$ cat src/rtl/tif_pkg.sv
package tif_pkg;
  localparam int NFLAG = 8;
  localparam int NLO   = NFLAG - 2;
  localparam int B_T2_CMP = NFLAG - 1;
  localparam int B_T2_OVF = NFLAG - 2;

  typedef enum logic {SEL_FLAG = 1'b0, SEL_MASK = 1'b1} wr_sel_e;
  typedef enum logic {DIR_UP = 1'b0, DIR_DOWN = 1'b1} dir_e;
endpackage

$ cat src/rtl/tif_updown_cnt.sv
module tif_updown_cnt #(
  parameter int W = 8
) (
  input  logic         clk,
  input  logic         rst,
  input  logic         tick,
  input  logic         pwm,
  input  logic [W-1:0] cmp_val,
  output logic [W-1:0] count,
  output logic         ev_ovf,
  output logic         ev_cmp
);
  import tif_pkg::*;

  localparam logic [W-1:0] CMAX = {W{1'b1}};
  localparam logic [W-1:0] CMIN = '0;
  localparam logic [W-1:0] ONE  = W'(1);

  dir_e         dir_q, dir_nx;
  logic [W-1:0] cnt_nx;

  always_comb begin
    cnt_nx = count;
    dir_nx = dir_q;
    ev_ovf = 1'b0;
    if (!pwm) dir_nx = DIR_UP;
    if (tick) begin
      if (!pwm) begin
        cnt_nx = count + ONE;
        ev_ovf = (count == CMAX);
      end else if (dir_q == DIR_UP) begin
        if (count == CMAX) begin
          dir_nx = DIR_DOWN;
          cnt_nx = count - ONE;
        end else begin
          cnt_nx = count + ONE;
        end
      end else begin
        if (count == CMIN) begin
          dir_nx = DIR_UP;
          cnt_nx = count + ONE;
          ev_ovf = 1'b1;
        end else begin
          cnt_nx = count - ONE;
        end
      end
    end
    ev_cmp = tick && (cnt_nx == cmp_val);
  end

  always_ff @(posedge clk) begin
    if (rst) begin
      count <= '0;
      dir_q <= DIR_UP;
    end else begin
      count <= cnt_nx;
      dir_q <= dir_nx;
    end
  end
endmodule

$ cat src/rtl/tif_flag_bank.sv
module tif_flag_bank #(
  parameter int N = 8
) (
  input  logic         clk,
  input  logic         rst,
  input  logic [N-1:0] set_ev,
  input  logic [N-1:0] clr_wr,
  input  logic [N-1:0] clr_ack,
  output logic [N-1:0] flags
);
  genvar g;
  generate
    for (g = 0; g < N; g++) begin : g_flag
      always_ff @(posedge clk) begin
        if (rst)            flags[g] <= 1'b0;
        else if (set_ev[g]) flags[g] <= 1'b1;
        else if (clr_wr[g] || clr_ack[g]) flags[g] <= 1'b0;
      end
    end
  endgenerate
endmodule

$ cat src/rtl/tif_pend_arb.sv
module tif_pend_arb #(
  parameter int N = 8
) (
  input  logic         clk,
  input  logic         rst,
  input  logic [N-1:0] req,
  input  logic [N-1:0] ack,
  output logic [N-1:0] pend
);
  logic [N-1:0] pick;
  logic         found;

  always_comb begin
    pick  = '0;
    found = 1'b0;
    for (int i = N - 1; i >= 0; i--) begin
      if (req[i] && !found) begin
        pick[i] = 1'b1;
        found   = 1'b1;
      end
    end
  end

  always_ff @(posedge clk) begin
    if (rst) begin
      pend <= '0;
    end else if (pend != '0) begin
      if ((ack & pend) != '0) pend <= '0;
    end else begin
      pend <= pick;
    end
  end
endmodule

$ cat src/rtl/tif_ctrl.sv
module tif_ctrl #(
  parameter int CNT_W = 8
) (
  input  logic                      clk,
  input  logic                      rst,
  input  logic [tif_pkg::NLO-1:0]   evt_lo,
  input  logic                      t2_tick,
  input  logic                      t2_pwm,
  input  logic [CNT_W-1:0]          t2_cmp,
  input  logic                      wr_en,
  input  logic                      wr_sel,
  input  logic [tif_pkg::NFLAG-1:0] wr_data,
  input  logic                      gie,
  input  logic [tif_pkg::NFLAG-1:0] ack,
  output logic [tif_pkg::NFLAG-1:0] flags,
  output logic [tif_pkg::NFLAG-1:0] mask,
  output logic [tif_pkg::NFLAG-1:0] pend,
  output logic [CNT_W-1:0]          t2_count
);
  import tif_pkg::*;

  logic             ev_ovf, ev_cmp;
  logic [NFLAG-1:0] set_ev, clr_wr, req;
  logic             wr_flag, wr_mask;

  assign wr_flag = wr_en && (wr_sel_e'(wr_sel) == SEL_FLAG);
  assign wr_mask = wr_en && (wr_sel_e'(wr_sel) == SEL_MASK);

  tif_updown_cnt #(.W(CNT_W)) u_cnt (
    .clk     (clk),
    .rst     (rst),
    .tick    (t2_tick),
    .pwm     (t2_pwm),
    .cmp_val (t2_cmp),
    .count   (t2_count),
    .ev_ovf  (ev_ovf),
    .ev_cmp  (ev_cmp)
  );

  always_comb begin
    set_ev             = '0;
    set_ev[NLO-1:0]    = evt_lo;
    set_ev[B_T2_OVF]   = ev_ovf;
    set_ev[B_T2_CMP]   = ev_cmp;
  end

  assign clr_wr = wr_flag ? wr_data : '0;

  tif_flag_bank #(.N(NFLAG)) u_flags (
    .clk     (clk),
    .rst     (rst),
    .set_ev  (set_ev),
    .clr_wr  (clr_wr),
    .clr_ack (ack),
    .flags   (flags)
  );

  always_ff @(posedge clk) begin
    if (rst)          mask <= '0;
    else if (wr_mask) mask <= wr_data;
  end

  assign req = gie ? (flags & mask) : '0;

  tif_pend_arb #(.N(NFLAG)) u_arb (
    .clk  (clk),
    .rst  (rst),
    .req  (req),
    .ack  (ack),
    .pend (pend)
  );
endmodule

$ cat config.mk
export PLATFORM = sky130hd
export DESIGN_NAME = tif_ctrl
export DESIGN_NICKNAME = d
export VERILOG_FILES = /design/src/rtl/tif_pkg.sv /design/src/rtl/tif_updown_cnt.sv /design/src/rtl/tif_flag_bank.sv /design/src/rtl/tif_pend_arb.sv /design/src/rtl/tif_ctrl.sv
export SDC_FILE = /design/constraint.sdc
export NUM_CORES = 1
export LEC_CHECK = 0
export BUFFER_PORTS_ARGS = -buffer_cell sky130_fd_sc_hd__buf_2
export CAP_MARGIN = 10
export CORE_UTILIZATION = 40
export DETAILED_ROUTE_END_ITERATION = 16
export PLACE_DENSITY = 0.67
export SLEW_MARGIN = 20
export SYNTH_ARGS = -nofsm -noshare
export SYNTH_HDL_FRONTEND = slang
export SYNTH_SLANG_ARGS = --single-unit
$ cat constraint.sdc
create_clock -name clk -period 4.7 [get_ports clk]
set_input_delay 0.235 -clock clk [delete_from_list [all_inputs] [get_ports clk]]
set_output_delay 0.235 -clock clk [all_outputs]
set_load 0.05 [all_outputs]
# Word-level counts from Yosys, hierarchy flattened
# Index checks and enable logic that the tools add are counted.
# W data, S select, Z words.
[word_totals]
input_bits = 37
elab_cells = 105
output_inout_bits = 32
ff_bits = 33
[op_classes]
bitwise_logic = 3
n_reduce_logical = 36
n_addsub = 2
eq_ne = 3
n_mux = 49
[ops]
columns = ["operator", "n"]
rows = [
  ["$mux W8", 9],
  ["$mux W1", 40],
  ["$and A8 B8 Y8", 2],
  ["$reduce_bool A2 Y1", 8],
  ["$reduce_bool A8 Y1", 2],
  ["$logic_and A1 B1 Y1", 10],
  ["$add A8 B1 Y8 const B", 1],
  ["$eq A8 B8 Y1", 1],
  ["$eq A8 B8 Y1 const B", 1],
  ["$logic_not A8 Y1", 1],
  ["$logic_or A1 B1 Y1", 8],
  ["$sub A8 B1 Y8 const B", 1],
  ["$logic_not A1 Y1", 7],
  ["$ne A2 B2 Y1 const B", 1],
  ["$not A1 Y1", 1],
]

# Depth between registers and ports, before layout
# Gate-level depths: netlist (run 1).
[logic_depth]
word_depth = 25
mapped_depth = 10
depth_no_buf = 9

# Cells and area by module
# From an unflattened synthesis (run 1), not the netlist that was laid out.
[hier_totals]
cells_unflattened = 240
area_unflattened_um2 = 2154.6
[by_module_without_submodules]
columns = ["mod", "instances", "cells_each", "area_per_inst_um2"]
rows = [
  ["tif_updown_cnt", 1, 114, 974.7],
  ["tif_ctrl", 1, 54, 485.5],
  ["tif_pend_arb", 1, 39, 390.4],
  ["tif_flag_bank", 1, 33, 304.0],
]

# Least setup slack after synthesis (run 1)
# OpenSTA, ideal clock, no wires.
[synth_timing]
kind = "register to register"
startpoint = "reg u_cnt.count[0]"
endpoint = "reg u_flags.flags[7]"
arrival_ns = 2.689
setup_slack_ns = 1.927
stages_incl_launch_ff = 11
setup_ns = 0.084
path_buffers = 1
required_ns = 4.616
synth_period_minus_slack_ns = 2.773
cell_sequence = "dfxtp_1 > inv_1 > ha_1 > nor4bb_4 > and2_1 > buf_6 > a221o_1 > a211o_1 > a2111oi_2 > o2111ai_1 > o31ai_2"
[synth_via]
elab_chain_len = 8
elab_cells_between_ends = 13
[synth_lines]
columns = ["item", "line", "text"]
rows = [
  ["start, declared", "tif_updown_cnt.sv:9", "output logic [W-1:0] count,"],
  ["start signal, assigned", "tif_updown_cnt.sv:56", "count <= cnt_nx;"],
  ["$add A8 B1 Y8, or another cell as far along", "tif_updown_cnt.sv:29, tif_updown_cnt.sv:36, tif_updown_cnt.sv:41", ""],
  ["$mux W8, on equally long branches", "tif_updown_cnt.sv:32, tif_updown_cnt.sv:39", ""],
  ["$mux W8", "tif_updown_cnt.sv:31", "end else if (dir_q == DIR_UP) begin"],
  ["$mux W8", "tif_updown_cnt.sv:28", "if (!pwm) begin"],
  ["$mux W8 (*)", "tif_updown_cnt.sv:27", "if (tick) begin"],
  ["$eq A8 B8 Y1 (*)", "tif_updown_cnt.sv:48", "ev_cmp = tick && (cnt_nx == cmp_val);"],
  ["$logic_and A1 B1 Y1 (*)", "tif_updown_cnt.sv:48", ""],
  ["$mux W1 / $reduce_bool A2 Y1 (equally long branches)", "n/a", ""],
  ["end signal, assigned by index", "tif_flag_bank.sv:15", "if (rst) flags[g] <= 1'b0;"],
  ["end signal, assigned by index", "tif_flag_bank.sv:16", "else if (set_ev[g]) flags[g] <= 1'b1;"],
  ["end signal, assigned by index", "tif_flag_bank.sv:17", "else if (clr_wr[g] || clr_ack[g]) flags[g] <= 1'b0;"],
  ["end, declared", "tif_flag_bank.sv:9", "output logic [N-1:0] flags"],
]
# Mark *: on every way between the ends. The rest lies on a longest branch, timed or not.
# A chain may end at the register's enable or synchronous reset.

# Final worst setup path (run 1)
# Ends and elaborated chain as after synthesis.

==> results of run 1 <==
==> worst reg2reg max path, stage by stage, from the launching register on <==
cell and delay [ps]:
dfxtp_1 460, inv_1 100, ha_1 210, nor4bb_4 160, and2_1 280, a221o_1 340
a211o_1 280, a2111oi_2 280, o2111ai_1 170, o31ai_2 190
==> routing by layer <==
| metal | track usage [%] | wire (um) | share of wire, % |
|---|---|---|---|
| met5 | 0 | 0 | 0 |
| met1 | 32.8 | 2720 | 51 |
| met2 | 31.7 | 2320 | 43 |
| met3 | 4.64 | 272 | 5.1 |
| met4 | 5.56 | 54 | 1.0 |
==> cell families after synthesis <==
family / count (synthesis) / share of synthesized area (%)
adders and majority gates: 3 / 1.95
buffers and inverters: 22 / 5.02
DFF: 33 / 34.4
muxes: 1 / 0.521
and+or+nand+nor: 106 / 27.7
xor gates and xnor gates: 13 / 6.71
AOI/OAI and AO/OA: 62 / 23.7
==> synth_stat cells, drive strengths merged, types with 3 or more instances <==
master,n
clkbuf,9
nand3,14
a21oi,20
a32oi,4
dfxtp,33
nand2b,3
a22oi,5
buf,4
a31oi,7
xor2,4
xnor2,8
nand4,7
nor3,4
nor2b,4
ha,3
a2111oi,4
o31ai,4
inv,9
and3,4
nand2,32
o21ai,6
nor2,30
==> power by group through the flow <==
stage	registers (mW)	clock network (mW)	logic, mW
detailed placement	0.305	0	0.120
CTS	0.299	0.241	0.120
global route	0.301	0.253	0.131
global placement	0.305	0	0.120
finish	0.299	0.232	0.121
floorplan	0.333	0	0.0525
==> worst max-delay path by stage <==
stage | start | endpoint | slack, ps | cells past startpoint
after global routing | u_cnt.count[0] | u_flags.flags[7] | 1920 | 9
final | u_cnt.count[0] | u_flags.flags[7] | 2150 | 9
after floorplan | u_cnt.count[0] | u_flags.flags[7] | 1930 | 10
after detailed placement | u_cnt.count[0] | u_flags.flags[7] | 2140 | 9
after CTS | u_cnt.count[0] | u_flags.flags[7] | 2120 | 9
after global placement | u_cnt.count[0] | u_flags.flags[7] | 2210 | 9
==> flip-flops by register name (all words and copies together), names as in the netlist <==
signal	cells
mask	8
u_arb.pend	8
u_cnt.count	8
u_flags.flags	8
u_cnt.dir_q	1
==> cell usage in the layout (no fill, tap or decap), types with 4 or more instances in the layout <==
cell type / count
a2111oi_2: 4
a22oi_1: 5
a21oi_1: 20
a31oi_1: 7
clkbuf_8: 7
xor2_1: 4
nand4_1: 6
and3_1: 4
nor2_1: 30
nand2_1: 32
nor2b_1: 4
dfxtp_1: 33
xnor2_1: 8
nand3_1: 14
nor3_1: 4
a32oi_1: 4
inv_1: 9
buf_2: 68
==> final cells by class <==
type,count,share of cell area [%]
Sequential cell,33,27.9
Clock buffer,7,4.07
Clock inverter,1,0.212
Tap cell,52,2.75
Timing Repair Buffer,68,14.4
Inverter,9,1.43
Multi-Input combinational cell,185,49.2
==> through the flow <==
| step | hold slack [ps] | util, % | instances |
|---|---|---|---|
| after detailed placement | 451 | 50.6 | 347 |
| after floorplan | 353 | - | 240 |
| after CTS | 155 | 52.9 | 355 |
| after global routing | 167 | 52.9 | 355 |
| final | 164 | 52.9 | 355 |
| after global placement | 441 | 50.6 | 347 |
==> impl_metrics.toml, run 1 <==
[worst_setup_path]
critPathCaptureType = "flop"
cpMaxStageDelayCell = "dfxtp_1"
cp_data_required_time_ps = 4900
critPathKind = "reg -> reg"
r2r-start = "u_cnt.count[0]"
crit_buf_inv = 1
rr_worst_depth = 9
critPathMaxStageDelay_ps = 460
cp_max_fo = 9
crit_family = "compound AO/OA/AOI/OAI gates"
arrival_ps = 2740
cp-start-kind = "flop"
reg2reg_to = "u_flags.flags[7]"
crit_chain = "inv_1 -> ha_1 -> nor4bb_4 -> and2_1 -> a221o_1 -> a211o_1 -> a2111oi_2 -> o2111ai_1 -> o31ai_2"
r2r_slack_ps = 2150

[timing]
rsz0062_at_grt = "false"
slew_violations = 0
period_needed_ps = 2550
final_hold_viol_count = 0
setup_ws_ps = 2150
fmax_mhz = 393
tightestPinTransition_ps = 702
slew_headroom_pct = 53.1
finalSetupTns_ps = 0
finalSetupViolations = 0
post-route-period-util_pct = 54.2
skew_ps = 3.61

[flow_run]
max_cap_violations = 0

[routing]
drc = 5
wl_per_cell_um = 15.1
dr_total_vias = 1988
dr.pass1.iters = 10
drtAntennaViolNets = 0
wl_um = 5360
drtIter0Drc = 202
vias_per_cell = 5.60

[clocking]
post_cts_buffers = 0
clk_latency_ps = 280
cts_made_buffers = 5
cts_resized = 0
ctsRootBufferMaster = "clkbuf_8"
cts_hold_buffers = 0
clkTransAtPathRegs_ps = 70
clock_path_buffers = 2
htreeDepth = 2
cts_sinks = 33
cts_tree = "done"

[pwr]
p_sw_mw = 0.190
p_seq_share_pct = 45.9
intPower_mw = 0.462
power_mw = 0.652
p_leak_nw = 1.04
p_sw_share_pct = 29.2
clock_power_share_pct = 35.6
p_per_area_mw_per_mm2 = 276
peakVddDrop_uv = 170
p_comb_share_pct = 18.5

[floorplan]
dieArea_mm2 = 0.00508
coreArea_mm2 = 0.00447
die_height_um = 71.3
die_x_um = 71.3
io_pins = 69
placementRows = 24
initial_core_util_pct = 42.9

[outcome]
violations = "design-rule violations"
status = "complete, but fails checks"

[grt]
track_usage_pct = 21.9
grt_max_degree = 35
grt_pass1_wl_um = 8690
antenna_found_initial = 0
grt_pass1_vias = 1791
grt_overflow = 0

[layout]
synthToLayoutAreaGrowth_pct = 23.1
ff_latch_area_um2 = 661
finalNetCount = 342
diodes = 0
fin_area_mm2 = 0.00236
fill_cells = 450
multi_input_area_mm2 = 0.00116
drive_above_1_share_pct = 29.7

[synthesis]
synth-seq-cells = 33
netlist-cell-type-count = 47
synth_warnings = 0
syn_area_mm2 = 0.00192
async_flop_share_pct = 0
synth_edf_count = 0
synth_top_flop_cell = "dfxtp_1"
synth_top_cell_area_share_pct = 34.4
syn_avg_cell_area_um2 = 8.00
synth.largest_area_cell = "dfxtp_1"
syn_nets = 280
synth_area_leaders = "dfxtp_1 (34%), nand2_1 (6.3%), nor2_1 (5.9%)"
synthCells = 240
ys_seq_area_share_pct = 34.4

[min_path]
hold_path_depth = 3
hold_end = "u_flags.flags[0]"
hold_class = "in -> reg"
hold_start = "evt_lo[0]"

[placement]
gp_congestion = 0.829
port_buffers = 68
pre_cts_ws_ps = 2140
hpwlAfterDp_um = 3930
dpl_cell_area_mm2 = 0.00226
(Power assumes the default switching activity.)
==> inputs of run 2 (changes only) <==
--- a/config.mk
+++ b/config.mk
@@ -5,11 +5,12 @@
 export SDC_FILE = /design/constraint.sdc
 export NUM_CORES = 1
 export LEC_CHECK = 0
+export ABC_AREA = 1
 export BUFFER_PORTS_ARGS = -buffer_cell sky130_fd_sc_hd__buf_2
 export CAP_MARGIN = 10
 export CORE_UTILIZATION = 40
 export DETAILED_ROUTE_END_ITERATION = 16
-export PLACE_DENSITY = 0.67
+export PLACE_DENSITY = 0.66
 export SLEW_MARGIN = 20
 export SYNTH_ARGS = -nofsm -noshare
 export SYNTH_HDL_FRONTEND = slang
==> constraint.sdc (replaced) <==
create_clock -name clk -period 2.6 [get_ports clk]
set_input_delay 0.13 -clock clk [delete_from_list [all_inputs] [get_ports clk]]
set_output_delay 0.13 -clock clk [all_outputs]
set_load 0.05 [all_outputs]
==> run 2 against run 1 <==
The flow now finishes without violations. First-iteration DRC count is 22% lower. Sequential share of layout area is 2.3 points lower. Register-to-register slack worse by 1700 ps. Core utilization is 0.21 points higher. Flip-flop and latch count stayed put. Synthesized cell count is 30% higher. Largest cell class unchanged. Worst hold slack worse by 120 ps. Power is 99% higher. Fmax is 18% higher.
==> impl_metrics.toml, run 2 <==
[pwr]
peakVddDrop_uv = 291
p_per_area_mw_per_mm2 = 505
power_mw = 1.30
p_leak_nw = 1.35

[worst_setup_path]
crit_buf_inv = 2
r2r_slack_ps = 450
critPathCaptureType = "flop"
r2r-start = "u_cnt.count[0]"
arrival_ps = 2370
crit_start = "u_cnt.count[0]"
crit_family = "simple AND/OR/NAND/NOR gates"
critPathCapture = "u_flags.flags[7]"
critPathMaxStageDelay_ps = 410
crit_top_cell = "nand2_1"
reg2reg_to = "u_flags.flags[7]"
cpMaxStageDelayCell = "dfxtp_1"
cp.depth = 17
crit_chain = "inv_1 -> ha_1 -> nand2_1 -> inv_1 -> nand2_2 -> nor2_8 -> nor2_8 -> nand2_8 -> nand2_1 -> nand2_1 -> nand2_2 -> nand2_2 -> nand2_1 -> nand2_1 -> nor2_1 -> nand3_1 -> a21oi_1"
cp-start-kind = "flop"
rr_worst_depth = 17
cp_data_required_time_ps = 2810
critPathKind = "reg -> reg"
cp_max_fo = 10

[routing]
drc = 0
dr_total_vias = 2227
vias_per_cell = 4.94
wl_met3_um = 436
wl_met2_um = 2480
drtAntennaViolNets = 0
wl_met1_um = 2950
routed.top_layer = "met4"
wl_um = 5930
wl_per_cell_um = 13.1
dr.pass1.iters = 4
drtIter0Drc = 158

[timing]
final_hold_viol_count = 0
finalSetupViolations = 0
period_needed_ps = 2150
post-route-period-util_pct = 82.9
rsz0062_at_grt = "false"
slew_headroom_pct = 54.7
finalSetupTns_ps = 0
slew_violations = 0
fmax_mhz = 464
setup_ws_ps = 445
skew_ps = 11.1
tightestPinTransition_ps = 678

[synthesis]
synth_edf_count = 0
ys_seq_area_share_pct = 31.9
syn_area_mm2 = 0.00207
synth_area_leaders = "dfxtp_1 (32%), nand2_1 (14%), nand3_1 (8.2%)"
synth.largest_area_cell = "dfxtp_1"
synth_top_flop_cell = "dfxtp_1"
synth.most_common_cell = "nand2_1"
synth_top_cell_area_share_pct = 31.9
async_flop_share_pct = 0
syn_avg_cell_area_um2 = 6.67
syn_nets = 351
yosys-top-cells-count = "nand2_1 (76), nor2_1 (43), nand3_1 (34), dfxtp_1 (33), inv_1 (32)"
synth-seq-cells = 33
netlist-cell-type-count = 30
synth_warnings = 0
synthCells = 311

[floorplan]
coreArea_mm2 = 0.00485
die_height_um = 74.0
placementRows = 25
initial_core_util_pct = 42.8
dieArea_mm2 = 0.00548
io_pins = 69
die_x_um = 74.0

[layout]
synthToLayoutAreaGrowth_pct = 24.1
finalNetCount = 423
diodes = 0
drive_above_1_share_pct = 25.5
final_common_cell = "nand2_1"
post-route-util_pct = 53.1
layout_common_cells = "nand2_1 (76), buf_2 (68), nor2_1 (43)"
final-instance-count-excl-fill = 451
fill_cells = 511

[clocking]
cts_tree = "done"
ctsRootBufferMaster = "clkbuf_8"
cts_hold_buffers = 0
cts_resized = 0
clock_path_buffers = 2
cts_made_buffers = 5
clkTransAtPathRegs_ps = 80
cts_sinks = 33
post_cts_buffers = 0
htreeDepth = 2
clk_latency_ps = 290

[grt]
grt_pass1_vias = 2008
grt_overflow = 0
track_usage_pct = 23.6
grt_pass1_wl_um = 9780
antenna_found_initial = 0
grt_max_degree = 26

[placement]
place_inst = 443
gp_congestion = 0.870
port_buffers = 68
hpwlAfterDp_um = 4550
pre_cts_ws_ps = 458

[outcome]
status = "complete, no violations"

[flow_run]
max_cap_violations = 0

[min_path]
hold_class = "in -> reg"
hold_start = "evt_lo[3]"
[run 2: worst min path at each step]
stage,to,cells past startpoint
6_report,u_flags.flags[3],3
3_5_place_dp,u_flags.flags[0],3
5_1_grt,u_flags.flags[2],3
3_3_place_gp,u_flags.flags[1],3
4_1_cts,u_flags.flags[3],3
2_1_floorplan,u_flags.flags[0],2
[run 2: per-layer routing]
layer	global-route usage, %	vias up
li1	-	1162
met1	36.1	982
met3	5.56	7
met5	0	-
met4	4.91	0
met2	33.4	76
[run 2: per-stage QoR]
stage | instance area, um2 | hold slack (ps)
6_report | 2570 | 44.9
5_1_grt | 2570 | 47.2
4_1_cts | 2570 | 41.5
3_5_place_dp | 2490 | 345
3_3_place_gp | 2490 | 337
2_1_floorplan | 2070 | 248
[run 2: worst reg2reg max path, delay by kind of cell (launching register included)]
family | cells | cell delay (ps)
flops | 1 | 410
fa+ha+maj | 1 | 220
compound gates | 1 | 120
simple gates | 13 | 1120
buf+inv | 2 | 200
[run 2: cells by family (layout without fill, tap and decap cells)]
kind of cell	after synthesis	in the layout	synth area share, %
buffers and inverters	41	114	7.97
AOI/OAI and AO/OA	39	39	10.5
and+or+nand+nor	190	190	45.7
DFF	33	33	31.9
adders and majority gates	3	3	1.81
xor gates and xnor gates	5	5	2.11
[run 2: report_power, final]
part / total, mW / switching [mW] / internal, mW
sequential: 0.560 / 0.0293 / 0.530
clock: 0.387 / 0.202 / 0.185
combinational: 0.352 / 0.243 / 0.109
total: 1.30 / 0.474 / 0.824
[run 2: cell type report]
type / instances / area [um2] / share of cell area [%]
clock inverter: 3 / 17.5 / 0.681
clock buffer: 5 / 68.8 / 2.68
sequential: 33 / 661 / 25.7
multi-input combinational: 237 / 1250 / 48.5
inverter: 35 / 131 / 5.11
tap: 67 / 83.8 / 3.26
timing repair buffer: 71 / 363 / 14.1
